**src/rtl/l2b_pkg.sv**
```systemverilog
package l2b_pkg;
  // clock edges from SRAM read issue to bridge capture
  localparam int unsigned SRAM_LAT = 3;

  typedef enum logic {
    ST_IDLE = 1'b0,
    ST_RUN  = 1'b1
  } burst_st_e;
endpackage

```
**src/rtl/l2b_phase.sv**
```systemverilog
module l2b_phase #(
  parameter int unsigned RATIO = 2
) (
  input  logic clk_i,
  input  logic rst_ni,
  output logic bus_clk_o,
  output logic bus_edge_o
);
  localparam int unsigned PW = (RATIO > 2) ? $clog2(RATIO) : 1;
  localparam logic [PW-1:0] LAST = PW'(RATIO - 1);
  localparam logic [PW-1:0] HALF = PW'(RATIO / 2);

  logic [PW-1:0] phase_q;

  always_ff @(posedge clk_i or negedge rst_ni) begin
    if (!rst_ni)              phase_q <= '0;
    else if (phase_q == LAST) phase_q <= '0;
    else                      phase_q <= phase_q + 1'b1;
  end

  assign bus_edge_o = (phase_q == LAST);
  assign bus_clk_o  = (phase_q < HALF);

  a_r1_bus_rise: assert property (@(posedge clk_i) disable iff (!rst_ni)
    bus_edge_o |=> $rose(bus_clk_o));
endmodule

```
**src/rtl/l2b_issue.sv**
```systemverilog
module l2b_issue #(
  parameter int unsigned ADDR_W    = 12,
  parameter int unsigned IDX_W     = 6,
  parameter int unsigned BEAT_BITS = 2
) (
  input  logic                    clk_i,
  input  logic                    rst_ni,
  input  logic                    bus_edge_i,
  input  logic                    ads_i,
  input  logic [ADDR_W-1:0]       addr_i,
  input  logic                    done_i,
  input  logic                    abort_i,
  output logic [IDX_W-1:0]        sram_addr_o,
  output logic                    sram_ce_o,
  output logic [ADDR_W-IDX_W-1:0] tag_o,
  output logic                    last_o
);
  import l2b_pkg::*;

  localparam int unsigned BEATS = 1 << BEAT_BITS;
  localparam int unsigned CW    = BEAT_BITS + 1;

  burst_st_e            st_q;
  logic [IDX_W-1:0]     base_q;
  logic [CW-1:0]        cnt_q;
  logic [BEAT_BITS-1:0] beat_low;
  logic                 start, next;

  assign start    = bus_edge_i && (st_q == ST_IDLE) && ads_i;
  assign next     = bus_edge_i && (st_q == ST_RUN) && (cnt_q < CW'(BEATS)) && !abort_i;
  assign beat_low = base_q[BEAT_BITS-1:0] + cnt_q[BEAT_BITS-1:0];

  always_ff @(posedge clk_i or negedge rst_ni) begin
    if (!rst_ni) begin
      st_q        <= ST_IDLE;
      base_q      <= '0;
      cnt_q       <= '0;
      sram_addr_o <= '0;
      sram_ce_o   <= 1'b0;
      tag_o       <= '0;
      last_o      <= 1'b0;
    end else begin
      sram_ce_o <= start || next;
      if (start) begin
        st_q        <= ST_RUN;
        base_q      <= addr_i[IDX_W-1:0];
        cnt_q       <= CW'(1);
        sram_addr_o <= addr_i[IDX_W-1:0];
        tag_o       <= addr_i[ADDR_W-1:IDX_W];
        last_o      <= (BEATS == 1);
      end else begin
        if (next) begin
          sram_addr_o <= {base_q[IDX_W-1:BEAT_BITS], beat_low};
          cnt_q       <= cnt_q + 1'b1;
          last_o      <= (cnt_q == CW'(BEATS - 1));
        end
        if ((st_q == ST_RUN) && (done_i || abort_i)) st_q <= ST_IDLE;
      end
    end
  end

  a_r2_issue_on_edge: assert property (@(posedge clk_i) disable iff (!rst_ni)
    sram_ce_o |-> $past(bus_edge_i));
  a_r6_no_read_after_miss: assert property (@(posedge clk_i) disable iff (!rst_ni)
    abort_i |=> !sram_ce_o);
endmodule

```
**src/rtl/l2b_check.sv**
```systemverilog
module l2b_check #(
  parameter int unsigned TAG_W  = 6,
  parameter int unsigned DATA_W = 16
) (
  input  logic                      clk_i,
  input  logic                      rst_ni,
  input  logic                      ce_i,
  input  logic [TAG_W-1:0]          tag_i,
  input  logic                      last_i,
  input  logic [DATA_W+TAG_W:0]     sram_rdata_i,
  output logic                      rdy_o,
  output logic                      miss_o,
  output logic                      done_o,
  output logic [DATA_W-1:0]         rd_data_o
);
  localparam int unsigned WORD_W = DATA_W + TAG_W + 1;
  localparam int unsigned DEPTH  = l2b_pkg::SRAM_LAT - 1;

  logic             v_q    [DEPTH];
  logic [TAG_W-1:0] tag_q  [DEPTH];
  logic             last_q [DEPTH];

  logic              cap_v, cap_last, hit;
  logic [TAG_W-1:0]  cap_tag;
  logic [WORD_W-1:0] cap_word;

  // in-flight tracking of beats while the SRAM works; a miss flushes them
  for (genvar s = 0; s < DEPTH; s++) begin : g_stage
    logic             v_in, last_in;
    logic [TAG_W-1:0] tag_in;
    if (s == 0) begin : g_head
      assign v_in    = ce_i;
      assign tag_in  = tag_i;
      assign last_in = last_i;
    end else begin : g_body
      assign v_in    = v_q[s-1];
      assign tag_in  = tag_q[s-1];
      assign last_in = last_q[s-1];
    end
    always_ff @(posedge clk_i or negedge rst_ni) begin
      if (!rst_ni) begin
        v_q[s]    <= 1'b0;
        tag_q[s]  <= '0;
        last_q[s] <= 1'b0;
      end else begin
        v_q[s]    <= v_in && !miss_o;
        tag_q[s]  <= tag_in;
        last_q[s] <= last_in;
      end
    end
  end

  always_ff @(posedge clk_i or negedge rst_ni) begin
    if (!rst_ni) begin
      cap_v    <= 1'b0;
      cap_last <= 1'b0;
      cap_tag  <= '0;
      cap_word <= '0;
    end else begin
      cap_v    <= v_q[DEPTH-1] && !miss_o;
      cap_last <= last_q[DEPTH-1];
      cap_tag  <= tag_q[DEPTH-1];
      if (v_q[DEPTH-1]) cap_word <= sram_rdata_i;
    end
  end

  assign hit       = cap_word[WORD_W-1] && (cap_word[DATA_W +: TAG_W] == cap_tag);
  assign rdy_o     = cap_v && hit;
  assign miss_o    = cap_v && !hit;
  assign done_o    = rdy_o && cap_last;
  assign rd_data_o = cap_word[DATA_W-1:0];

  a_r4_rdy_single: assert property (@(posedge clk_i) disable iff (!rst_ni)
    rdy_o |=> !rdy_o);
  a_r6_quiet_after_miss: assert property (@(posedge clk_i) disable iff (!rst_ni)
    miss_o |=> !(rdy_o || miss_o));
endmodule

```
**src/rtl/l2b_bridge.sv**
```systemverilog
module l2b_bridge #(
  parameter int unsigned RATIO     = 2,
  parameter int unsigned ADDR_W    = 12,
  parameter int unsigned IDX_W     = 6,
  parameter int unsigned DATA_W    = 16,
  parameter int unsigned BEAT_BITS = 2
) (
  input  logic                           clk_i,
  input  logic                           rst_ni,
  output logic                           bus_clk_o,
  input  logic                           ads_i,
  input  logic [ADDR_W-1:0]              addr_i,
  output logic                           rdy_o,
  output logic                           miss_o,
  output logic [DATA_W-1:0]              rd_data_o,
  output logic [IDX_W-1:0]               sram_addr_o,
  output logic                           sram_ce_o,
  input  logic [DATA_W+ADDR_W-IDX_W:0]   sram_rdata_i
);
  localparam int unsigned TAG_W = ADDR_W - IDX_W;

  logic             bus_edge, done, iss_last;
  logic [TAG_W-1:0] iss_tag;

  l2b_phase #(.RATIO(RATIO)) u_phase (
    .clk_i      (clk_i),
    .rst_ni     (rst_ni),
    .bus_clk_o  (bus_clk_o),
    .bus_edge_o (bus_edge)
  );

  l2b_issue #(.ADDR_W(ADDR_W), .IDX_W(IDX_W), .BEAT_BITS(BEAT_BITS)) u_issue (
    .clk_i       (clk_i),
    .rst_ni      (rst_ni),
    .bus_edge_i  (bus_edge),
    .ads_i       (ads_i),
    .addr_i      (addr_i),
    .done_i      (done),
    .abort_i     (miss_o),
    .sram_addr_o (sram_addr_o),
    .sram_ce_o   (sram_ce_o),
    .tag_o       (iss_tag),
    .last_o      (iss_last)
  );

  l2b_check #(.TAG_W(TAG_W), .DATA_W(DATA_W)) u_check (
    .clk_i        (clk_i),
    .rst_ni       (rst_ni),
    .ce_i         (sram_ce_o),
    .tag_i        (iss_tag),
    .last_i       (iss_last),
    .sram_rdata_i (sram_rdata_i),
    .rdy_o        (rdy_o),
    .miss_o       (miss_o),
    .done_o       (done),
    .rd_data_o    (rd_data_o)
  );

  a_r4_result_latency: assert property (@(posedge clk_i) disable iff (!rst_ni)
    (rdy_o || miss_o) |-> $past(sram_ce_o, l2b_pkg::SRAM_LAT));
  a_r4_result_at_bus_edge: assert property (@(posedge clk_i) disable iff (!rst_ni)
    (rdy_o || miss_o) |-> bus_edge);
endmodule

```
**config.mk**
```make
export PLATFORM = sky130hd
export DESIGN_NAME = l2b_bridge
export DESIGN_NICKNAME = d
export VERILOG_FILES = /design/src/rtl/l2b_pkg.sv /design/src/rtl/l2b_phase.sv /design/src/rtl/l2b_issue.sv /design/src/rtl/l2b_check.sv /design/src/rtl/l2b_bridge.sv
export SDC_FILE = /design/constraint.sdc
export NUM_CORES = 1
export LEC_CHECK = 0
export ABC_CLOCK_PERIOD_IN_PS = 2200
export BUFFER_PORTS_ARGS = -buffer_cell sky130_fd_sc_hd__buf_2
export CAP_MARGIN = 20
export CORE_MARGIN = 2
export CORE_UTILIZATION = 40
export CTS_BUF_LIST = sky130_fd_sc_hd__clkbuf_8 sky130_fd_sc_hd__clkbuf_16
export CTS_CLUSTER_DIAMETER = 60
export DETAILED_ROUTE_END_ITERATION = 6
export GPL_TIMING_DRIVEN = 1
export SLEW_MARGIN = 5
export SYNTH_ARGS = -nofsm -noshare
export SYNTH_HDL_FRONTEND = slang
export SYNTH_SLANG_ARGS = --single-unit
```
**constraint.sdc**
```tcl
create_clock -name clk_i -period 2.2 [get_ports clk_i]
set_input_delay 0.44 -clock clk_i [delete_from_list [all_inputs] [get_ports clk_i]]
set_output_delay 0.44 -clock clk_i [all_outputs]
set_load 0.02 [all_outputs]
```
==> impl_metrics.toml <==
[outcome]
outcome = "finished, final reports clean"

[grt]
grt_pass1_vias = 1544
grt_use_total_pct = 13.0
grt_max_degree = 40
grt_pass1_wl_um = 7240
overflow = 0
antenna_found_initial = 0

[final_layout]
final_common_cell = "dfrtp_1"
nNetsFinal = 300
final_cell_mix = "dfrtp_1 (72), buf_2 (62), nand2_1 (44), mux2_2 (28), clkbuf_8 (10)"
syn_to_final_growth_pct = 19.5
layout-drive-gt1-share_pct = 44.9
n_antenna_cell = 0

[setup_path]
cp-end-kind = "output port"
critical_path_class = "reg2out"
rrSetupSlack_ns = 0.40
crit_arrival_ns = 1.61
critPathLaunchType = "flip-flop"
r2r-end = "u_issue.sram_addr_o[2]$_DFFE_PN0P_"
worstPathMaxFanout = 4
worst-r2r-cell-count = 6
crit_required_ns = 1.76
r2r-start = "u_check.cap_word[18]$_DFFE_PN0P_"

[synth]
synth_cells = 201
synth_area_leader_cell = "dfrtp_1"
syn_nets = 242
yosys_warnings = 0
avgSynthCellArea_um2 = 13.4
synth.area.top_cells = "dfrtp_1 (67%), mux2_2 (12%), nand2_1 (6.1%), buf_4 (4.4%), xnor2_1 (2.3%)"
seq_area_frac_synth_pct = 66.7
syn_area_um2 = 2700
synth_top_area_share_pct = 66.7
synthDistinctLibCells = 23
ys_ff_latch = 72

[die]
core-area_um2 = 6460
io_pins = 64
die_w_um = 86.2
die_y_um = 86.2
initial_core_util_pct = 41.8
rows = 29
die_area_um2 = 7430

[routing]
post_drt_wl_per_cell_um = 12.6
drt_iter0_drc = 38
drc = 0
vias = 1563
ant_nets = 0
finalWirelength_um = 4280
drtPass1Iterations = 3
viasPerCell = 4.60

[job]
maxCapViolations = 0

[cts]
cts_setup_buffers = 0
holdBufCountCts = 0
clockBufferDepth = 2
cts_tree = "built"
cts_made_buffers = 9
worstSkewPairLatency_ns = 0.34
cts.htree.levels = 3
cts.sinks = 72
cts_root_buf = "clkbuf_8"
clk_pin_slew_ns = 0.08
cts.repair.resized = 0

[timing]
fmax_mhz = 488
finalSetupViolCount = 0
slew_viol_final = 0
final_hold_viol_count = 0
fin_crit_ns = 2.05
worstMarginPinSlew_ns = 0.512
period_share_pct = 93.1
slew_headroom_pct = 65.8
rsz0062_at_grt = "false"
fin_skew_ns = 0.00693
tns_ns = 0
fin_hold_ws_ns = 0.0670

[placement]
port_buffers = 63
hpwl_um = 2920
place.gp.congestion = 0.718

[power]
p_leak_nw = 1.58
ir_worst_vdd_mv = 0.711
power_density_nw_per_um2 = 1460

[hold_path]
hp-class = "in2async"
## routing by layer
metal  GRT usage [%]  part of all wire (%)  vias up
met5               0                     0        -
met1            16.3                    45      753
met3            3.52                   5.5       10
met4            7.67                   2.4        0
li1                -                     -      759
met2            20.3                    47       41
## synthesized netlist by cell type, drive strengths merged
library cell and count:
xnor2 7, o31ai 1, and2 3, nand3 5, and3 1, nand3b 1, xor2 1, nand2 44
nor4b 1, o22ai 1, ha 3, inv 3, dfrtp 72, nor2 1, clkbuf 5, buf 16
nor3b 1, o21ai 4, nand4 1, o211ai 2, mux2 28
## sequential cells by signal (all words and copies together) (netlist names)
| register | flops |
|---|---|
| u_issue.st_q | 1 |
| u_check.g_stage.v_in | 1 |
| u_phase.bus_edge_o | 1 |
| u_check.cap_tag | 6 |
| u_check.g_stage.last_in | 1 |
| u_issue.cnt_q | 3 |
| u_check.last_q | 1 |
| u_check.cap_last | 1 |
| u_issue.last_o | 1 |
| u_check.cap_word | 23 |
| u_check.cap_v | 1 |
| u_issue.sram_ce_o | 1 |
| u_issue.base_q | 6 |
| u_issue.sram_addr_o | 6 |
| u_check.g_stage.tag_in | 6 |
| u_check.tag_q | 6 |
| u_check.v_q | 1 |
| u_issue.tag_o | 6 |
## worst max-delay path by stage
stage	depth (start not counted)	startpoint	slack [ns]	end
finish	5	u_check.cap_word[18]$_DFFE_PN0P_	0.15	miss_o
detailed placement	6	u_check.cap_tag[0]$_DFF_PN0_	0.37	u_issue.sram_addr_o[5]$_DFFE_PN0P_
CTS	4	u_check.cap_tag[0]$_DFF_PN0_	0.08	rdy_o
global route	5	u_check.cap_word[19]$_DFFE_PN0P_	0.03	miss_o
global placement	6	u_check.cap_tag[3]$_DFF_PN0_	0.40	u_issue.sram_addr_o[2]$_DFFE_PN0P_
floorplan	3	u_check.cap_tag[0]$_DFF_PN0_	0.32	rdy_o
## cells by family after synthesis
kind of cell / Yosys count / share of synthesized area [%]
AO/OA/AOI/OAI: 8 / 2.73
XOR/XNOR: 8 / 2.59
adder cells (fa/ha/maj): 3 / 1.39
buffers and inverters: 24 / 5.56
flip-flops: 72 / 66.7
multiplexers: 28 / 11.7
AND/OR/NAND/NOR: 58 / 9.36
## report_power, final
part / switching, mW / internal [mW]
Sequential: 0.261 / 1.94
Combinational: 0.822 / 0.674
Clock: 0.476 / 0.546
## metrics by stage
stage / utilization, % / power (mW) / setup WS (ns) / area [um^2] / instances
finish: 50.0 / 4.72 / 0.153 / 3230 / 340
global route: 50.0 / 5.07 / 0.0253 / 3230 / 340
CTS: 49.9 / 4.79 / 0.0751 / 3220 / 340
detailed placement: 46.9 / 3.75 / 0.372 / 3030 / 325
global placement: 46.9 / 3.71 / 0.399 / 3030 / 325
floorplan: - / 3.47 / 0.324 / 2700 / 201
## layout make-up
class | count | area, um^2
Fill cell | 597 | 3230
Sequential cell | 72 | 1800
Multi-Input combinational cell | 105 | 756
Timing Repair Buffer | 68 | 368
Clock buffer | 10 | 138
Tap cell | 77 | 96.3
Clock inverter | 5 | 57.6
Inverter | 3 | 11.3
## worst max-delay path: stages (launching register included)
cell and delay [ns]:
dfrtp_1 0.39, xnor2_1 0.14, nand4_1 0.20, o31ai_4 0.26, inv_2 0.10, buf_2 0.18
(Power assumes the default switching activity.)
